===== src/rtl/wpa_pkg.sv =====
`timescale 1ns/1ps
package wpa_pkg;
  localparam int NARROW_W = 32;
  localparam int WIDE_W   = 2 * NARROW_W;
  localparam int NBYTES   = NARROW_W / 8;

  localparam logic [1:0] TR_IDLE   = 2'b00;
  localparam logic [1:0] RSP_OKAY  = 2'b00;
  localparam logic [1:0] RSP_ERROR = 2'b01;
  localparam logic [2:0] SZ_BYTE   = 3'd0;
  localparam logic [2:0] SZ_HALF   = 3'd1;
  localparam logic [2:0] SZ_MAXOK  = 3'd2;

  typedef enum logic [1:0] {
    GD_PASS = 2'd0,
    GD_ERR1 = 2'd1,
    GD_ERR2 = 2'd2
  } guard_state_e;
endpackage


===== src/rtl/wpa_lane.sv =====
`timescale 1ns/1ps
module wpa_lane
  import wpa_pkg::*;
(
  input  logic                clk,
  input  logic                rst_n,
  input  logic                ready_in,
  input  logic                lane_bit,
  input  logic [WIDE_W-1:0]   wdata_wide,
  output logic                lane_q,
  output logic [NARROW_W-1:0] wdata_narrow
);
  always_ff @(posedge clk or negedge rst_n) begin
    if (!rst_n)        lane_q <= 1'b0;
    else if (ready_in) lane_q <= lane_bit;
  end

  assign wdata_narrow = lane_q ? wdata_wide[WIDE_W-1:NARROW_W]
                               : wdata_wide[NARROW_W-1:0];


  lane_hold_chk: assert property (@(posedge clk) disable iff (!rst_n)
    !ready_in |=> $stable(lane_q))
    else $error("lane bit moved during a stall");
endmodule


===== src/rtl/wpa_guard.sv =====
`timescale 1ns/1ps
module wpa_guard
  import wpa_pkg::*;
(
  input  logic       clk,
  input  logic       rst_n,
  input  logic       sel,
  input  logic [1:0] trans,
  input  logic [2:0] size,
  input  logic       ready_in,
  output logic [1:0] fwd_trans,
  output logic       busy,
  output logic       ready_out,
  output logic [1:0] resp
);
  guard_state_e state_q, state_d;
  logic         oversize;

  assign oversize  = sel && trans[1] && (size > SZ_MAXOK);
  assign fwd_trans = oversize ? TR_IDLE : trans;

  always_comb begin
    state_d = state_q;
    unique case (state_q)
      GD_PASS: if (ready_in && oversize) state_d = GD_ERR1;
      GD_ERR1: state_d = GD_ERR2;
      GD_ERR2: state_d = (ready_in && oversize) ? GD_ERR1 : GD_PASS;
      default: state_d = GD_PASS;
    endcase
  end

  always_ff @(posedge clk or negedge rst_n) begin
    if (!rst_n) state_q <= GD_PASS;
    else        state_q <= state_d;
  end

  assign busy      = (state_q != GD_PASS);
  assign ready_out = (state_q != GD_ERR1);
  assign resp      = busy ? RSP_ERROR : RSP_OKAY;


  err_second_cycle_chk: assert property (@(posedge clk) disable iff (!rst_n)
    (resp == RSP_ERROR && !ready_out) |=> (resp == RSP_ERROR && ready_out))
    else $error("error response did not finish with ready high");

  err_start_chk: assert property (@(posedge clk) disable iff (!rst_n)
    (ready_in && oversize) |=> (!ready_out && resp == RSP_ERROR))
    else $error("oversized transfer not answered with error");
endmodule


===== src/rtl/wpa_regfile.sv =====
`timescale 1ns/1ps
module wpa_regfile
  import wpa_pkg::*;
#(
  parameter int ADDR_W = 8
) (
  input  logic                clk,
  input  logic                rst_n,
  input  logic                sel,
  input  logic [ADDR_W-1:0]   addr,
  input  logic [1:0]          trans,
  input  logic [2:0]          size,
  input  logic                write,
  input  logic                ready_in,
  input  logic [NARROW_W-1:0] wdata,
  output logic [NARROW_W-1:0] rdata,
  output logic                ready_out,
  output logic [1:0]          resp
);
  localparam int IDX_W = ADDR_W - 2;
  localparam int DEPTH = 1 << IDX_W;

  logic              accept;
  logic [IDX_W-1:0]  idx_a;
  logic [NBYTES-1:0] be_a;
  logic              wr_pend_q;
  logic [IDX_W-1:0]  idx_q;
  logic [NBYTES-1:0] be_q;
  logic              wr_now;

  assign accept = sel && trans[1] && ready_in;
  assign idx_a  = addr[ADDR_W-1:2];

  always_comb begin
    if (size == SZ_BYTE)      be_a = NBYTES'(1) << addr[1:0];
    else if (size == SZ_HALF) be_a = addr[1] ? 4'b1100 : 4'b0011;
    else                      be_a = '1;
  end

  always_ff @(posedge clk or negedge rst_n) begin
    if (!rst_n) begin
      wr_pend_q <= 1'b0;
      idx_q     <= '0;
      be_q      <= '0;
    end else if (ready_in) begin
      wr_pend_q <= accept && write;
      idx_q     <= idx_a;
      be_q      <= be_a;
    end
  end

  assign wr_now = wr_pend_q && ready_in;

  for (genvar b = 0; b < NBYTES; b++) begin : g_lane
    logic [7:0] mem_q [DEPTH];
    logic [7:0] rd_q;
    logic       fwd;

    assign fwd = wr_now && be_q[b] && (idx_q == idx_a);

    always_ff @(posedge clk) begin
      if (wr_now && be_q[b]) mem_q[idx_q] <= wdata[8*b +: 8];
    end

    always_ff @(posedge clk or negedge rst_n) begin
      if (!rst_n)                 rd_q <= '0;
      else if (accept && !write)  rd_q <= fwd ? wdata[8*b +: 8] : mem_q[idx_a];
    end

    assign rdata[8*b +: 8] = rd_q;
  end

  assign ready_out = 1'b1;
  assign resp      = RSP_OKAY;


  no_wide_xfer_chk: assert property (@(posedge clk) disable iff (!rst_n)
    accept |-> (size <= SZ_MAXOK))
    else $error("oversized transfer reached the slave");
endmodule


===== src/rtl/wpa_rd_steer.sv =====
`timescale 1ns/1ps
module wpa_rd_steer
  import wpa_pkg::*;
#(
  parameter bit REPLICATE = 1'b0
) (
  input  logic                clk,
  input  logic                rst_n,
  input  logic                ready_in,
  input  logic                rd_accept,
  input  logic                lane_q,
  input  logic [NARROW_W-1:0] rdata_narrow,
  output logic [WIDE_W-1:0]   rdata_wide
);
  logic dph_q;

  always_ff @(posedge clk or negedge rst_n) begin
    if (!rst_n)        dph_q <= 1'b0;
    else if (ready_in) dph_q <= rd_accept;
  end

  if (REPLICATE) begin : g_copy
    logic unused_sigs;
    assign unused_sigs = ^{dph_q, lane_q};
    assign rdata_wide  = {rdata_narrow, rdata_narrow};
  end else begin : g_hold
    logic [NARROW_W-1:0] half_q [2];
    for (genvar h = 0; h < 2; h++) begin : g_half
      logic act;
      assign act = dph_q && (lane_q == h[0]);
      always_ff @(posedge clk or negedge rst_n) begin
        if (!rst_n)               half_q[h] <= '0;
        else if (act && ready_in) half_q[h] <= rdata_narrow;
      end
      assign rdata_wide[h*NARROW_W +: NARROW_W] = act ? rdata_narrow : half_q[h];
    end


    idle_half_lo_chk: assert property (@(posedge clk) disable iff (!rst_n)
      (dph_q && lane_q) |-> $stable(rdata_wide[NARROW_W-1:0]))
      else $error("low half moved during an upper-half read");

    idle_half_hi_chk: assert property (@(posedge clk) disable iff (!rst_n)
      (dph_q && !lane_q) |-> $stable(rdata_wide[WIDE_W-1:NARROW_W]))
      else $error("upper half moved during a low-half read");
  end
endmodule


===== src/rtl/wide_port_adapter.sv =====
`timescale 1ns/1ps
module wide_port_adapter
  import wpa_pkg::*;
#(
  parameter int ADDR_W    = 8,
  parameter bit REPLICATE = 1'b0
) (
  input  logic              clk,
  input  logic              rst_n,
  input  logic              bus_sel,
  input  logic [ADDR_W-1:0] bus_addr,
  input  logic [1:0]        bus_trans,
  input  logic [2:0]        bus_size,
  input  logic              bus_write,
  input  logic [63:0]       bus_wdata,
  input  logic              bus_ready_in,
  output logic [63:0]       bus_rdata,
  output logic              bus_ready_out,
  output logic [1:0]        bus_resp
);
  logic                lane_q;
  logic [NARROW_W-1:0] wdata_n;
  logic [NARROW_W-1:0] rdata_n;
  logic [1:0]          fwd_trans;
  logic                gd_busy, gd_ready;
  logic [1:0]          gd_resp;
  logic                sl_ready;
  logic [1:0]          sl_resp;
  logic                rd_accept;

  wpa_lane u_lane (
    .clk          (clk),
    .rst_n        (rst_n),
    .ready_in     (bus_ready_in),
    .lane_bit     (bus_addr[2]),
    .wdata_wide   (bus_wdata),
    .lane_q       (lane_q),
    .wdata_narrow (wdata_n)
  );

  wpa_guard u_guard (
    .clk       (clk),
    .rst_n     (rst_n),
    .sel       (bus_sel),
    .trans     (bus_trans),
    .size      (bus_size),
    .ready_in  (bus_ready_in),
    .fwd_trans (fwd_trans),
    .busy      (gd_busy),
    .ready_out (gd_ready),
    .resp      (gd_resp)
  );

  wpa_regfile #(.ADDR_W(ADDR_W)) u_slave (
    .clk       (clk),
    .rst_n     (rst_n),
    .sel       (bus_sel),
    .addr      (bus_addr),
    .trans     (fwd_trans),
    .size      (bus_size),
    .write     (bus_write),
    .ready_in  (bus_ready_in),
    .wdata     (wdata_n),
    .rdata     (rdata_n),
    .ready_out (sl_ready),
    .resp      (sl_resp)
  );

  assign rd_accept = bus_sel && fwd_trans[1] && !bus_write;

  wpa_rd_steer #(.REPLICATE(REPLICATE)) u_rd (
    .clk          (clk),
    .rst_n        (rst_n),
    .ready_in     (bus_ready_in),
    .rd_accept    (rd_accept),
    .lane_q       (lane_q),
    .rdata_narrow (rdata_n),
    .rdata_wide   (bus_rdata)
  );

  assign bus_ready_out = gd_busy ? gd_ready : sl_ready;
  assign bus_resp      = gd_busy ? gd_resp  : sl_resp;
endmodule


===== config.mk =====
export PLATFORM = sky130hd
export DESIGN_NAME = wide_port_adapter
export DESIGN_NICKNAME = d
export VERILOG_FILES = /design/src/rtl/wpa_pkg.sv /design/src/rtl/wpa_lane.sv /design/src/rtl/wpa_guard.sv /design/src/rtl/wpa_regfile.sv /design/src/rtl/wpa_rd_steer.sv /design/src/rtl/wide_port_adapter.sv
export SDC_FILE = /design/constraint.sdc
export NUM_CORES = 2
export LEC_CHECK = 0
export BUFFER_PORTS_ARGS = -buffer_cell sky130_fd_sc_hd__buf_4
export CAP_MARGIN = 15
export CORE_UTILIZATION = 62
export CTS_CLUSTER_SIZE = 28
export DETAILED_ROUTE_END_ITERATION = 8
export HOLD_SLACK_MARGIN = 0.02
export PLACE_DENSITY = 0.79
export RECOVER_POWER = 50
export REMOVE_ABC_BUFFERS = 1
export SKIP_CTS_REPAIR_TIMING = 1
export SYNTH_ARGS = -nofsm -noshare
export SYNTH_HDL_FRONTEND = slang
export SYNTH_SLANG_ARGS = --single-unit

===== constraint.sdc =====
create_clock -name clk -period 3.4 [get_ports clk]
set_input_delay 0.34 -clock clk [delete_from_list [all_inputs] [get_ports clk]]
set_output_delay 0.34 -clock clk [all_outputs]
set_load 0.1 [all_outputs]

### After elaboration in Yosys (flattened, before gate mapping)

Memory sizes are Yosys's and may differ from the RTL's. A register that Yosys moved wholly into a read port is not among the register bits.
Index checks and enable logic that the tools add are counted.

| word-level totals | value |
|---|---|
| bits in registers | 79 |
| latch bits | 0 |
| RAM bits | 2048 |
| ROM bits | 0 |
| input port bits | 82 |
| output and inout bits | 67 |
| word-level logic and storage cells | 65 |
| memories kept | 4 |

| cells by class | value |
|---|---|
| add/subtract/negate cells | 0 |
| multipliers | 0 |
| divide/modulo/power cells | 0 |
| $lt $le $gt $ge | 1 |
| eq/ne operators | 5 |
| shift-type cells | 1 |
| muxes and demuxes | 20 |
| bitwise gates (word level) | 1 |
| reduce and logical (&&, ||, !) cells | 25 |

Memories:

| memory | depth | bits a word | read ports | clocked after Yosys merged registers in | wr ports | line | RTL |
|---|---|---|---|---|---|---|---|
| u_slave.g_lane[0].mem_q | 64 | 8 | 1 | 1 | 1 | wpa_regfile.sv:55 | `logic [7:0] mem_q [DEPTH];` |
| u_slave.g_lane[1].mem_q | 64 | 8 | 1 | 1 | 1 | wpa_regfile.sv:55 |  |
| u_slave.g_lane[2].mem_q | 64 | 8 | 1 | 1 | 1 | wpa_regfile.sv:55 |  |
| u_slave.g_lane[3].mem_q | 64 | 8 | 1 | 1 | 1 | wpa_regfile.sv:55 |  |

Operators with widths:

| kind | number |
|---|---|
| two-way mux 32 bit | 3 |
| logical AND 1 bit | 17 |
| two-way mux 4 bit | 3 |
| two-way mux 1 bit | 11 |
| case mux 2 bit (3 select lines) | 1 |
| zero test 1 bit | 5 |
| two-way mux 2 bit | 2 |
| != test 2 x 1 -> 1 bit, second input constant | 2 |
| << shifter 1 x 2 -> 4 bit, first input constant | 1 |
| == test 3 x 1 -> 1 bit, second input constant | 1 |
| greater-than comparator 3 x 2 -> 1 bit, second input constant | 1 |
| zero test 3 bit | 1 |
| == test 2 x 1 -> 1 bit, second input constant | 1 |
| == test 2 bit, second input constant | 1 |
| zero test 2 bit | 1 |
| nonzero test 2 bit | 1 |
| inverter 1 bit | 1 |

### Depth between registers and ports, before layout

| depth | value |
|---|---|
| depth after elaboration | 6 |
| mapped depth | 11 |
| depth with buffers taken out | 6 |

### Modules after synthesis

A second synthesis with hierarchy kept.

| unflattened totals | value |
|---|---|
| cells, all modules | 4097 |
| area total of the unflattened synthesis | 84797.6 sq um |

Modules (own cells, without submodules):

| module | instances | cells an instance | area an instance (sq um) |
|---|---|---|---|
| wpa_regfile | 1 | 3830 | 80878.8 |
| wpa_rd_steer | 1 | 211 | 3166.8 |
| wpa_lane | 1 | 38 | 576.8 |
| wpa_guard | 1 | 14 | 132.6 |
| wide_port_adapter | 1 | 4 | 42.5 |

### Worst setup path after synthesis

No wires, ideal clock.

| timing path | value |
|---|---|
| kind | flip-flop to output port |
| start point | register, netlist name u_slave.idx_q[0] |
| end point | output port bus_rdata[47] |
| arrival | 3.402 ns |
| data required time | 3.060 ns |
| path slack | -0.342 ns |
| cell stages (with the launch flop) | 6 |
| cell sequence | dfrtp_1 buf_2 buf_1 nand2_1 clkbuf_1 o21ai_0 |

RTL lines:

| what | line | RTL |
|---|---|---|
| to (decl) | wide_port_adapter.sv:17 | `output logic [63:0] bus_rdata,` |

### Worst setup path after layout

| timing path | value |
|---|---|
| start point | input port bus_ready_in |
| end point | memory u_slave.g_lane[2].mem_q[10][5] (enable) |

| between the ends | value |
|---|---|
| longest elaborated chain between the ends | 4 |

Ends and longest elaborated chain:

| what | line | RTL |
|---|---|---|
| from (decl) | wide_port_adapter.sv:16 | `input logic bus_ready_in,` |
| logical AND 1 bit | wpa_regfile.sv:52 | `assign wr_now = wr_pend_q && ready_in;` |
| logical AND 1 bit | - |  |
| two-way mux 1 bit | wpa_regfile.sv:62 | `if (wr_now && be_q[b]) mem_q[idx_q] <= wdata[8*b +: 8];` |
| two-way mux 1 bit (not written as such) | wpa_regfile.sv:62 |  |
| to (decl) | wpa_regfile.sv:55 |  |

No other way between the ends.

==> flow_metrics.py <==
metrics = {
    "status": {
        "outcome": "complete, but fails checks",
        "violations": "design-rule violations, max-capacitance violations, max-slew violations",
    },
    "floorplanning": {
        "dieArea_um2": 138000,
        "die_x_um": 372,
        "die_h_um": 372,
        "start_util": 0.625,
        "core_um2": 135000,
        "pin_count": 149,
        "num_rows": 135,
    },
    "timing": {
        "max_slew_margin": -1.02,
        "grt_setup_unrepaired": "false",
        "setup_viol": 0,
        "fin_tns_setup_ns": 0,
        "tightest_slew_ns": 3.03,
        "layout_min_cycle_time_ns": 3.36,
        "fin_skew_ns": 0.0648,
        "max_freq_ghz": 0.297,
        "period_share": 0.990,
        "hold-worst-slack_ns": 0.229,
        "hold_violations": 0,
        "maxSlewViolCount": 473,
    },
    "critical_path": {
        "r2r-start": "u_slave.idx_q[3]",
        "crit_path_start_kind": "input port",
        "path_max_fanout": 31,
        "worstPathRequired_ns": 3.85,
        "cp.arrival_ns": 3.81,
        "worst-setup-path-type": "input port to flip-flop",
        "endpoint_kind": "flip-flop",
        "crit_start": "bus_ready_in",
    },
    "run": {
        "maxCapViolations": 9,
    },
    "routing": {
        "vias": 46000,
        "ant_nets": 0,
        "dr.pass1.iters": 9,
        "wl_per_cell_um": 34.8,
        "drt_wl_total_um": 229000,
        "drc_errors": 238,
        "drt_iter0_markers": 7412,
        "viasPerCell": 6.99,
    },
    "finish": {
        "fill_cells": 7601,
        "regArea_um2": 64300,
        "area_delta_synth_final_pct": 14.6,
        "utilization": 0.717,
        "multiInputGateArea_um2": 19300,
        "drive_gt1_frac": 0.302,
        "nNetsFinal": 4702,
        "stdcell_count": 6588,
    },
    "placement": {
        "place_congestion": 0.892,
        "io_buffers": 146,
        "dp_hpwl_um": 138000,
        "dp_cells": 6168,
    },
    "cts": {
        "numCtsBuffers": 204,
        "cts_sinks": 2158,
        "cts_tree": "done",
        "clock_latency_ns": 0.86,
        "cts_max_level": 4,
        "cts-root-buf": "clkbuf_16",
        "clock_path_buffers": 3,
        "clkTransAtPathRegs_ns": 0.06,
    },
    "synthesis": {
        "ys_seq_elements": 2158,
        "synth_cells": 4065,
        "ys_seq_area_frac": 0.758,
        "synth_cell_types": 61,
        "netlist_top_cells_area": "edfxtp_1, mux4_2, dfrtp_1",
        "ys.flop_type": "edfxtp_1",
        "yosysTopAreaCell": "edfxtp_1",
        "yosysWarningCount": 0,
        "yosys.area.top_type_share": 0.726,
        "synth_area_um2": 84700,
        "synth_edf_count": 2048,
        "avgSynthCellArea_um2": 20.8,
        "async_reset_ff_frac": 0.0510,
    },
    "power": {
        "p_leak_nw": 31.8,
        "irDropWorstVdd_uv": 602,
        "power.density_nw_per_um2": 603,
        "power_mw": 58.5,
    },
    "global_route": {
        "overflow": 0,
        "grt_pass1_vias": 45300,
        "grt_pass1_wl_um": 322000,
        "antenna_found_initial": 11,
        "grt_max_degree": 90,
        "grtUsageTotal": 0.335,
    },
    "hold_path": {
        "min_path_type": "input port to flip-flop",
        "min_from": "bus_addr[6]",
    },
}
==> sequential cells by signal (all words and copies together), names as in the netlist <==
signal / flops
u_guard.state_q: 2
u_rd.dph_q: 1
u_rd.g_hold.half_q: 64
u_slave.be_q: 4
u_slave.g_lane.mem_q: 2048
u_slave.g_lane.rd_q: 32
u_slave.idx_q: 6
u_slave.wr_pend_q: 1
==> stage by stage <==
stage | area, µm² | setup slack (ns)
after global placement | 90400 | 0.399
after CTS | 97300 | 0.0868
after floorplan | 83500 | -1.39
final | 97100 | 0.0351
after detailed placement | 90400 | 0.401
after global routing | 97100 | 0.0422
==> cell families (layout without fill, tap and decap cells) <==
kind of cell / count (synthesis) / count (layout) / share of synthesized area
buffers and inverters: 251 / 980 / 0.0149
AOI/OAI and AO/OA: 294 / 294 / 0.0234
DFF: 2158 / 2158 / 0.758
xor gates and xnor gates: 6 / 6 / 0.000620
muxes: 809 / 809 / 0.175
other: 1 / 14 / 0.0000443
and+or+nand+nor: 546 / 546 / 0.0278
==> where the power goes <==
group          leakage [nW]  switching (mW)  total (mW)  internal, mW
sequential             19.8           0.326        30.1          29.8
clock                  3.35            9.77        23.3          13.6
combinational          8.68            3.57        5.10          1.52
==> per-layer routing <==
metal  up-vias  wire length [µm]  GRT usage  part of all wire
met1     23500             78300      0.454              0.34
met3       743             31600     0.0991              0.14
met2      3836            106000      0.502              0.46
li1      17900                 -          -                 -
met5         -               105    0.00734           0.00046
met4        18             13500      0.165             0.059
==> worst paths after layout <==
kind                            depth (start not counted)  slack, ns                        endpoint
worst min register to register                          1       0.45              u_guard.state_q[1]
worst max register to register                          3       0.12   u_slave.g_lane[3].mem_q[0][4]
worst min-delay path                                    4       0.23       u_slave.g_lane[2].rd_q[2]
min in group asynchronous                               2       1.00          u_rd.g_hold.half_q[27]
worst max-delay path                                    5       0.04  u_slave.g_lane[2].mem_q[10][5]
max in group asynchronous                               2       0.41                u_slave.idx_q[0]
==> layout make-up <==
type                       count  share of cell area
antenna                       13            0.000335
clock buffer                 278              0.0585
clock inverter               102              0.0122
inverter                       7            0.000271
multi-input combinational   1656               0.199
sequential                  2158               0.662
tap                         1781              0.0230
timing repair buffer         593              0.0454
==> critical path, stage by stage <==
cell and delay [ns]:
dlygate4sd3_1 0.72, buf_4 0.43, nand3_1 0.76, clkbuf_2 0.70, nor2_1 0.80
==> cells in the final DEF (no fill, tap or decap), types with 5 or more instances in the layout <==
cell and instances:
edfxtp_1 2048, mux4_2 519, buf_4 410, nor2_1 286, clkbuf_16 209, clkbuf_1 163, mux2_2 155, a22oi_1 141
nand2_1 130, dfrtp_1 109, mux2i_1 104, a21oi_1 79, clkinv_2 33, clkinv_1 32, mux2_1 31, nand3_1 31
buf_12 28, bufinv_16 25, nand2b_1 22, dlygate4sd3_1 22, o21ai_0 19, clkbuf_8 19, clkbuf_2 16, diode_2 13
or4_1 11, nor3_1 10, nand4_1 9, a31oi_1 9, nor3b_1 8, o22ai_1 7, clkinvlp_4 7, inv_1 6
xnor2_1 6, and3_1 5, nor2b_1 5
==> cell usage after synthesis, types with 5 or more instances <==
| cell | count |
|---|---|
| mux4_2 | 519 |
| nor3_1 | 10 |
| dfrtp_1 | 110 |
| a31oi_1 | 9 |
| nor2b_1 | 8 |
| clkbuf_1 | 111 |
| nor2_1 | 288 |
| buf_1 | 39 |
| nor3b_1 | 9 |
| o22ai_1 | 7 |
| a22oi_1 | 141 |
| buf_6 | 18 |
| and3_1 | 5 |
| mux2i_1 | 104 |
| buf_4 | 28 |
| mux2_2 | 186 |
| nand2_1 | 131 |
| inv_1 | 6 |
| buf_2 | 46 |
| or4_1 | 11 |
| nand2b_1 | 23 |
| o21ai_0 | 19 |
| edfxtp_1 | 2048 |
| nand3_1 | 33 |
| nand4_1 | 9 |
| xnor2_1 | 6 |
| a21oi_1 | 79 |
Note: power is estimated with default switching activity, not from simulation.
